File: src/rtl/cr_timer_pkg.sv
package cr_timer_pkg;

  typedef enum logic {
    SRC_TICK = 1'b0,
    SRC_PIN  = 1'b1
  } cnt_src_e;

  typedef enum logic {
    CR_RELOAD  = 1'b0,
    CR_CAPTURE = 1'b1
  } cr_mode_e;

  typedef struct packed {
    logic inc;
    logic cap;
  } tmr_evt_t;

endpackage

File: src/rtl/crt_rst_sync.sv
module crt_rst_sync #(
  parameter int STAGES = 2
) (
  input  logic clk,
  input  logic arst_n,
  output logic rst_n_o
);

  logic [STAGES-1:0] sync_q;
  logic [STAGES-1:0] sync_d;

  always_comb begin
    sync_d = {sync_q[STAGES-2:0], 1'b1};
  end

  always_ff @(posedge clk or negedge arst_n) begin
    if (!arst_n) begin
      sync_q <= '0;
    end else begin
      sync_q <= sync_d;
    end
  end

  assign rst_n_o = sync_q[STAGES-1];

endmodule

File: src/rtl/crt_edge_sync.sv
module crt_edge_sync #(
  parameter int STAGES = 2
) (
  input  logic clk,
  input  logic rst_n,
  input  logic pin_i,
  output logic fall_o
);

  logic [STAGES-1:0] sync_q;
  logic [STAGES-1:0] sync_d;
  logic              prev_q;
  logic              prev_d;

  always_comb begin
    sync_d = {sync_q[STAGES-2:0], pin_i};
    prev_d = sync_q[STAGES-1];
  end

  always_ff @(posedge clk or negedge rst_n) begin
    if (!rst_n) begin
      sync_q <= '1;
      prev_q <= 1'b1;
    end else begin
      sync_q <= sync_d;
      prev_q <= prev_d;
    end
  end

  assign fall_o = prev_q & ~sync_q[STAGES-1];

  // one pin transition gives a single-cycle event
  assert_single_event_R9: assert property (@(posedge clk) disable iff (!rst_n)
    fall_o |=> !fall_o);

endmodule

File: src/rtl/crt_count_core.sv
module crt_count_core #(
  parameter int BYTE_W = 8,
  parameter int NBYTES = 2,
  localparam int CNT_W = BYTE_W * NBYTES
) (
  input  logic              clk,
  input  logic              rst_n,
  input  logic              inc_i,
  input  logic              reload_mode_i,
  input  logic [CNT_W-1:0]  reload_val_i,
  input  logic [NBYTES-1:0] wr_be_i,
  input  logic [CNT_W-1:0]  wdata_i,
  output logic [CNT_W-1:0]  count_o,
  output logic              wrap_o
);

  logic [CNT_W-1:0] cnt_q;
  logic [CNT_W-1:0] step_val;
  logic [NBYTES-1:0][BYTE_W-1:0] lane_d;
  logic wr_any;
  logic at_max;

  assign wr_any = |wr_be_i;
  assign at_max = &cnt_q;

  always_comb begin
    if (!inc_i) begin
      step_val = cnt_q;
    end else if (at_max) begin
      step_val = reload_mode_i ? reload_val_i : '0;
    end else begin
      step_val = cnt_q + 1'b1;
    end
  end

  for (genvar b = 0; b < NBYTES; b++) begin : g_lane
    assign lane_d[b] = wr_be_i[b] ? wdata_i[b*BYTE_W +: BYTE_W] :
                       wr_any     ? cnt_q[b*BYTE_W +: BYTE_W]   :
                                    step_val[b*BYTE_W +: BYTE_W];
  end

  always_ff @(posedge clk or negedge rst_n) begin
    if (!rst_n) begin
      cnt_q <= '0;
    end else begin
      cnt_q <= lane_d;
    end
  end

  assign count_o = cnt_q;
  assign wrap_o  = inc_i & at_max & ~wr_any;

  // no increment and no write keeps the count
  assert_hold_R1: assert property (@(posedge clk) disable iff (!rst_n)
    (!inc_i && !wr_any) |=> (cnt_q == $past(cnt_q)));

  // an overflow in reload mode restarts from the reload value
  assert_reload_R7: assert property (@(posedge clk) disable iff (!rst_n)
    (wrap_o && reload_mode_i) |=> (cnt_q == $past(reload_val_i)));

endmodule

File: src/rtl/crt_capreg.sv
module crt_capreg #(
  parameter int BYTE_W = 8,
  parameter int NBYTES = 2,
  localparam int CNT_W = BYTE_W * NBYTES
) (
  input  logic              clk,
  input  logic              rst_n,
  input  logic              cap_ev_i,
  input  logic [CNT_W-1:0]  count_i,
  input  logic [NBYTES-1:0] wr_be_i,
  input  logic [CNT_W-1:0]  wdata_i,
  output logic [CNT_W-1:0]  crr_o
);

  logic [CNT_W-1:0] crr_q;
  logic [NBYTES-1:0][BYTE_W-1:0] lane_d;
  logic wr_any;

  assign wr_any = |wr_be_i;

  for (genvar b = 0; b < NBYTES; b++) begin : g_lane
    assign lane_d[b] = wr_be_i[b] ? wdata_i[b*BYTE_W +: BYTE_W] :
                       (cap_ev_i && !wr_any) ? count_i[b*BYTE_W +: BYTE_W] :
                                               crr_q[b*BYTE_W +: BYTE_W];
  end

  always_ff @(posedge clk or negedge rst_n) begin
    if (!rst_n) begin
      crr_q <= '0;
    end else begin
      crr_q <= lane_d;
    end
  end

  assign crr_o = crr_q;

  // a capture stores the count seen before that edge's increment
  assert_capture_R11: assert property (@(posedge clk) disable iff (!rst_n)
    (cap_ev_i && !wr_any) |=> (crr_q == $past(count_i)));

endmodule

File: src/rtl/cr_timer16.sv
module cr_timer16
  import cr_timer_pkg::*;
#(
  parameter int BYTE_W      = 8,
  parameter int NBYTES      = 2,
  parameter int SYNC_STAGES = 2,
  localparam int CNT_W      = BYTE_W * NBYTES
) (
  input  logic              clk,
  input  logic              rst_n,
  input  logic              tick_i,
  input  logic              cnt_pin_i,
  input  logic              trig_pin_i,
  input  logic              run_i,
  input  logic              ext_sel_i,
  input  logic              cap_mode_i,
  input  logic              trig_en_i,
  input  logic              irq_en_i,
  input  logic [NBYTES-1:0] cnt_we_i,
  input  logic [CNT_W-1:0]  cnt_wdata_i,
  input  logic [NBYTES-1:0] crr_we_i,
  input  logic [CNT_W-1:0]  crr_wdata_i,
  input  logic              ovf_clr_i,
  output logic [CNT_W-1:0]  count_o,
  output logic [CNT_W-1:0]  crr_o,
  output logic              ovf_flag_o,
  output logic              irq_o
);

  logic     rst_sync_n;
  logic     cnt_fall;
  logic     trig_fall;
  logic     wrap;
  logic     flag_q;
  logic     flag_d;
  cnt_src_e src;
  cr_mode_e mode;
  tmr_evt_t evt;
  logic [CNT_W-1:0] count_w;
  logic [CNT_W-1:0] crr_w;

  crt_rst_sync #(.STAGES(SYNC_STAGES)) u_rst_sync (
    .clk     (clk),
    .arst_n  (rst_n),
    .rst_n_o (rst_sync_n)
  );

  crt_edge_sync #(.STAGES(SYNC_STAGES)) u_cnt_pin (
    .clk    (clk),
    .rst_n  (rst_sync_n),
    .pin_i  (cnt_pin_i),
    .fall_o (cnt_fall)
  );

  crt_edge_sync #(.STAGES(SYNC_STAGES)) u_trig_pin (
    .clk    (clk),
    .rst_n  (rst_sync_n),
    .pin_i  (trig_pin_i),
    .fall_o (trig_fall)
  );

  assign src  = cnt_src_e'(ext_sel_i);
  assign mode = cr_mode_e'(cap_mode_i);

  always_comb begin
    evt.inc = run_i & ((src == SRC_PIN) ? cnt_fall : tick_i);
    evt.cap = (mode == CR_CAPTURE) & trig_en_i & trig_fall;
  end

  crt_count_core #(.BYTE_W(BYTE_W), .NBYTES(NBYTES)) u_core (
    .clk           (clk),
    .rst_n         (rst_sync_n),
    .inc_i         (evt.inc),
    .reload_mode_i (mode == CR_RELOAD),
    .reload_val_i  (crr_w),
    .wr_be_i       (cnt_we_i),
    .wdata_i       (cnt_wdata_i),
    .count_o       (count_w),
    .wrap_o        (wrap)
  );

  crt_capreg #(.BYTE_W(BYTE_W), .NBYTES(NBYTES)) u_crr (
    .clk      (clk),
    .rst_n    (rst_sync_n),
    .cap_ev_i (evt.cap),
    .count_i  (count_w),
    .wr_be_i  (crr_we_i),
    .wdata_i  (crr_wdata_i),
    .crr_o    (crr_w)
  );

  // overflow flag: a new overflow beats a clear in the same cycle
  always_comb begin
    if (wrap) begin
      flag_d = 1'b1;
    end else if (ovf_clr_i) begin
      flag_d = 1'b0;
    end else begin
      flag_d = flag_q;
    end
  end

  always_ff @(posedge clk or negedge rst_sync_n) begin
    if (!rst_sync_n) begin
      flag_q <= 1'b0;
    end else begin
      flag_q <= flag_d;
    end
  end

  assign count_o    = count_w;
  assign crr_o      = crr_w;
  assign ovf_flag_o = flag_q;
  assign irq_o      = flag_q & irq_en_i;

  // a wrap always leaves the flag set
  assert_flag_set_R4: assert property (@(posedge clk) disable iff (!rst_sync_n)
    wrap |=> flag_q);

  // the flag stays until cleared
  assert_flag_sticky_R6: assert property (@(posedge clk) disable iff (!rst_sync_n)
    (flag_q && !ovf_clr_i) |=> flag_q);

  // reload mode never alters the register except by bus write
  assert_no_capture_R8: assert property (@(posedge clk) disable iff (!rst_sync_n)
    (!cap_mode_i && (crr_we_i == '0)) |=> (crr_w == $past(crr_w)));

endmodule

File: config.mk
export PLATFORM = sky130hd
export DESIGN_NAME = cr_timer16
export DESIGN_NICKNAME = d
export VERILOG_FILES = /design/src/rtl/cr_timer_pkg.sv /design/src/rtl/crt_rst_sync.sv /design/src/rtl/crt_edge_sync.sv /design/src/rtl/crt_count_core.sv /design/src/rtl/crt_capreg.sv /design/src/rtl/cr_timer16.sv
export SDC_FILE = /design/constraint.sdc
export NUM_CORES = 1
export LEC_CHECK = 0
export ABC_CLOCK_PERIOD_IN_PS = 2100
export BUFFER_PORTS_ARGS = -buffer_cell sky130_fd_sc_hd__buf_2
export CORE_MARGIN = 5
export CORE_UTILIZATION = 55
export CTS_BUF_LIST = sky130_fd_sc_hd__clkbuf_2 sky130_fd_sc_hd__clkbuf_4 sky130_fd_sc_hd__clkbuf_8
export DETAILED_ROUTE_END_ITERATION = 16
export PLACE_DENSITY_LB_ADDON = 0.25
export SETUP_SLACK_MARGIN = 0.3
export SLEW_MARGIN = 30
export SYNTH_ARGS = -nofsm -noshare
export SYNTH_HDL_FRONTEND = slang
export SYNTH_SLANG_ARGS = --single-unit
File: constraint.sdc
create_clock -name clk -period 2.1 [get_ports clk]
set_input_delay 0.42 -clock clk [delete_from_list [all_inputs] [get_ports clk]]
set_output_delay 0.42 -clock clk [all_outputs]
set_load 0.02 [all_outputs]
# Word-level counts from Yosys, hierarchy flattened

Cells that the tools add are included.

$add $sub $neg: 1
Reductions and logical operators: 12
Multiplexer cells: 14
Equality and inequality tests: 2
Bitwise gates (word level): 11

Operator list:

| cell                                          | number |
|---|---|
| 2-to-1 mux 8 bit                              | 8 |
| 2-to-1 mux 16 bit                             | 3 |
| adder 16 x 1 -> 16 bit, second input constant | 1 |
| AND reduction 16 bit                          | 1 |
| nonzero test 2 bit                            | 5 |
| AND 1 bit                                     | 8 |
| != test 2 bit, second input constant          | 2 |
| AND reduction 2 bit                           | 2 |
| OR reduction 2 bit                            | 2 |
| 2-to-1 mux 1 bit                              | 3 |
| NOT 1 bit                                     | 3 |
| logical AND 1 bit                             | 1 |
| logical NOT 1 bit                             | 1 |

Bits of input ports: 47
Bits in registers: 41
Output and inout port bits: 34
Word-level logic and storage cells: 50

# Longest topological paths before layout

Word-level depth: 7
Mapped depth: 8
Depth with buffers taken out: 6

# Hierarchy

Synthesis repeated with hierarchy kept, for this count alone.

Cells, all modules: 259
Area total of the unflattened synthesis: 2546.2 um2

By module, submodules not included:

| module         | cells an instance | sequential area each (um2) | area an instance (um2) | instances |
|---|---|---|---|---|
| crt_count_core | 151               | 400.4                      | 1270.0                 | 1 |
| crt_capreg     | 89                | 400.4                      | 968.4                  | 1 |
| crt_edge_sync  | 4                 | 78.8                       | 92.6                   | 2 |
| cr_timer16     | 8                 | 25.0                       | 68.8                   | 1 |
| crt_rst_sync   | 3                 | 50.0                       | 53.8                   | 1 |

# Worst setup path before layout

Ideal clock, no wire load.

Kind: reg-to-reg
From: reg u_core.cnt_q[1], in the netlist u_core.count_o[1]
To: reg u_core.cnt_q[9], in the netlist u_core.count_o[9]
Library setup time: 0.081 ns
Data required time: 2.019 ns
Clock period less this slack: 2.002 ns
Data arrival time: 1.921 ns
Buffers on the path: 1
Cell stages (with the launch flop): 8
Path slack: 0.098 ns
Cells stage by stage: dfrtp_1 > ha_1 > and3_2 > nand4_4 > or2_1 > buf_2 > or4_4 > o211ai_2

Word-level cells in the longest chain between the ends: 5
Elaborated cells between the ends (all ways): 6
Classes of those cells: 1 x add/sub; 4 x mux; 1 x reduce/logical

RTL lines:

| what                                                                  | line                                       | RTL |
|---|---|---|
| start: declaration                                                    | crt_count_core.sv:17                       | `logic [CNT_W-1:0] cnt_q;` |
| start signal: assignment                                              | crt_count_core.sv:46                       | `cnt_q <= lane_d;` |
| adder 16 x 1 -> 16 bit / AND reduction 16 bit (equally long branches) | crt_count_core.sv:32, crt_count_core.sv:24 |  |
| 2-to-1 mux 16 bit (*)                                                 | crt_count_core.sv:29                       | `end else if (at_max) begin` |
| 2-to-1 mux 16 bit (*)                                                 | crt_count_core.sv:27                       | `if (!inc_i) begin` |
| 2-to-1 mux 8 bit (*)                                                  | crt_count_core.sv:38                       | `wr_any ? cnt_q[b*BYTE_W +: BYTE_W] :` |
| 2-to-1 mux 8 bit (*)                                                  | crt_count_core.sv:37                       | `assign lane_d[b] = wr_be_i[b] ? wdata_i[b*BYTE_W +: BYTE_W] :` |

Mark *: on every way between the ends. The rest lies on a longest branch, timed or not. The select of a mux whose other input is x is not followed.
A chain may end at the register's enable or synchronous reset.

# Worst setup path after layout

From: reg u_core.cnt_q[0], in the netlist u_core.count_o[0]
To: reg u_core.cnt_q[9], in the netlist u_core.count_o[9]

The elaborated chain is that of the path after synthesis.

==> flow_summary.toml <==
[global_routing]
top_usage_layer = "met2"
global_routing_usage_on_met3_pct = 5.79
grt_usage_pct = 24.2
use_met2_pct = 39.1
grtUsageMet1_pct = 31.0
globalRouteOverflowTotal = 0
grt_antenna_before_repair = 0
grt_max_degree = 23
grt_pass1_vias = 2205
grt_pass1_wl_um = 10000

[yosys]
netlist_area_um2 = 2190
postSynthRegisterBits = 41
synth_enable_flop_cells = 0
ys_types = 51
synthCells = 239
synthFlopType = "sky130_fd_sc_hd__dfrtp_1"
yosysSeqAreaShare_pct = 47.1
synth_area_per_cell_um2 = 9.18
post_synth_arst_share_pct = 100
synth-warning-count = 0
synth_fp_nets = 287

[timing]
hold_slack_ps = 221
setup_repair_after_global_routing_missed_its_margin = "true"
timing.slew.headroom_pct = 63.8
final_slew_viol_count = 0
hold_viol_final = 0
finalCritPeriodShare_pct = 86.2
post-route-min-period_ps = 1810
timing.clock.skew_ps = 6.10
setup-violations-final = 0
fmax_mhz = 553
worst_pin_slew_ps = 542
final.setup.tns_ps = 0

[critical_path]
critical_path.max_fanout = 7
timing.critical_path.from = "u_core.count_o[0]"
critical_path_class = "reg2reg"
worst_ep_arrival_time_ps = 2030
critPathRequiredTime_ps = 2320
startpoint_types = "register"
r2r_start = "u_core.count_o[0]"
crit_path_end_kind = "register"

[routing]
antenna_viol_nets_final = 0
routedWlPerCell_um = 16.7
detailroute.via_count = 2237
number_of_design_rule_violations_left_after_detail_routing = 0
drt_iter0_drc = 198
viasPerCell = 5.78
drt_first_pass_iters = 5
route.final.wire_length_um = 6480

[clock_network]
worstSkewPairLatency_ps = 300
cts_root_buffer = "sky130_fd_sc_hd__clkbuf_8"
cts.path.max_buffers = 2
worst_setup_hold_path_clk_slew_ps = 80
cts_tree = "done"
clock_sinks = 41
h_tree_level_count = 2
tritoncts.num_buffers = 5

[power_and_ir_drop]
power.density_nw_per_um2 = 690
p_total_mw = 2.05
total_leakage_power_nw = 1.42
peakVddDrop_mv = 0.536

[floorplanning]
io_pins = 81
start_util_pct = 55.7
die_outline_width_um = 73.2
floorplan.die_area_um2 = 5350
floorplan.die.height_um = 73.2
floorplan.core_area_um2 = 3940
row_count = 23

[finish]
area_growth_pct = 35.2
drive_gt1_share_pct = 42.7
filler_cell_count = 304
antenna_cells = 0
layout.nets = 384
final_design_area_no_fill_um2 = 2970
final_core_utilization_pct = 75.3
regArea_um2 = 1050
multi_input_area_um2 = 1140

[placed_design]
dpl-instance-area_um2 = 2710
hpwlAfterDp_um = 4610
place_congestion = 0.859
portBuffers = 80

[job]
drv.max_cap_violation_count = 0

[worst_hold_path]
hold_class = "reg2async"

[status]
run_status = "finished clean"
## logic make-up after synthesis
logic type,after synthesis,share of synthesized area (%)
and+or+nand+nor,104,23.9
adders and majority gates,1,0.570
muxes,5,2.28
other,1,0.171
xor gates and xnor gates,7,2.79
buffers and inverters,20,4.22
DFF,41,47.1
AOI/OAI and AO/OA,60,18.9
## per-stage QoR
step           worst slack [ps]  std cells
6_report                    291        387
5_1_grt                     266        387
4_1_cts                     328        380
3_5_place_dp                214        368
3_3_place_gp                260        368
2_1_floorplan               228        239
## worst paths after layout
kind / to / slack (ps) / cells after the start
setup / recovery: u_core.count_o[9] / 290 / 6
hold / removal: u_core.count_o[0] / 220 / 1
setup reg to reg: u_core.count_o[9] / 290 / 6
hold reg to reg: u_core.count_o[0] / 220 / 1
max in group asynchronous: u_rst_sync.sync_q[1] / 1570 / 2
min in group clk: u_cnt_pin.sync_q[0] / 220 / 1
## cell usage after synthesis, types with 2 or more instances
cell	n	share of area (%)
sky130_fd_sc_hd__nand2_1	58	9.9
sky130_fd_sc_hd__dfrtp_1	35	40
sky130_fd_sc_hd__o21ai_0	19	4.3
sky130_fd_sc_hd__a22oi_1	11	3.8
sky130_fd_sc_hd__inv_1	8	1.4
sky130_fd_sc_hd__a211o_1	7	2.8
sky130_fd_sc_hd__clkbuf_1	7	1.2
sky130_fd_sc_hd__nand3_1	7	1.6
sky130_fd_sc_hd__a21oi_1	6	1.4
sky130_fd_sc_hd__dfstp_2	6	7.2
sky130_fd_sc_hd__nand4_1	6	1.7
sky130_fd_sc_hd__nor2_1	6	1.0
sky130_fd_sc_hd__mux2i_1	5	2.3
sky130_fd_sc_hd__xor2_1	4	1.6
sky130_fd_sc_hd__nor2b_1	3	0.86
sky130_fd_sc_hd__nor3_1	3	0.68
sky130_fd_sc_hd__nor4_1	3	0.86
sky130_fd_sc_hd__o221ai_1	3	1.2
sky130_fd_sc_hd__xnor2_1	3	1.2
sky130_fd_sc_hd__and3_1	2	0.57
sky130_fd_sc_hd__and3_2	2	0.68
sky130_fd_sc_hd__buf_2	2	0.46
sky130_fd_sc_hd__buf_4	2	0.68
sky130_fd_sc_hd__o211ai_1	2	0.68
sky130_fd_sc_hd__o211ai_2	2	1.1
sky130_fd_sc_hd__o31ai_1	2	0.68
## layout make-up
type	instances	area share [%]
clock inverters	1	1.01
repair buffers	102	19.3
flip-flops and latches	41	35.3
well taps	50	2.11
inverters	8	1.01
multi-input cells	178	38.3
clock buffers	7	3.04
## metal layers
metal	wire, um	vias to the layer above
met5	0	-
met4	160	0
met3	572	19
met2	3200	109
met1	2540	1058
li1	-	1051
## repair_timing
item                                    4_1_cts  5_1_grt
pin swaps                                     1        4
setup buffers                                 3        7
gates resized for setup                       3       14
endpoints found under the setup margin        8        7
hold endpoints to repair                      2        0
hold buffers                                  1        0
## registers in the layout (all words and copies together), names as in the netlist
signal / cells
u_core.count_o: 16
u_crr.crr_o: 16
u_cnt_pin.sync_q: 2
u_rst_sync.sync_q: 2
u_trig_pin.sync_q: 2
ovf_flag_o: 1
u_cnt_pin.prev_q: 1
u_trig_pin.prev_q: 1
## layout by cell type (no fill, tap or decap), drive strengths merged, types with 2 or more instances in the layout
| cell type | instances |
|---|---|
| a211o | 7 |
| a21oi | 6 |
| a22oi | 11 |
| and3 | 4 |
| and4 | 2 |
| buf | 101 |
| clkbuf | 7 |
| dfrtp | 35 |
| dfstp | 6 |
| inv | 8 |
| mux2i | 5 |
| nand2 | 58 |
| nand3 | 7 |
| nand4 | 7 |
| nor2 | 6 |
| nor2b | 3 |
| nor3 | 4 |
| nor4 | 3 |
| o211ai | 4 |
| o21ai | 20 |
| o221ai | 3 |
| o31ai | 2 |
| or3 | 2 |
| xnor2 | 3 |
| xor2 | 4 |
## critical path, cell delays in order (launching register included)
cell	delay [ps]
sky130_fd_sc_hd__dfrtp_2	400
sky130_fd_sc_hd__ha_4	140
sky130_fd_sc_hd__and3_4	220
sky130_fd_sc_hd__nand4_4	140
sky130_fd_sc_hd__or2_4	320
sky130_fd_sc_hd__or4_4	430
sky130_fd_sc_hd__o211ai_2	80
## where the power goes
group          internal (mW)  total [mW]  leakage [nW]  switching [mW]
clock network          0.400       0.664        0.0619           0.263
logic                  0.181       0.433         0.888           0.252
registers              0.867       0.950         0.475          0.0834
(Power assumes the default switching activity.)
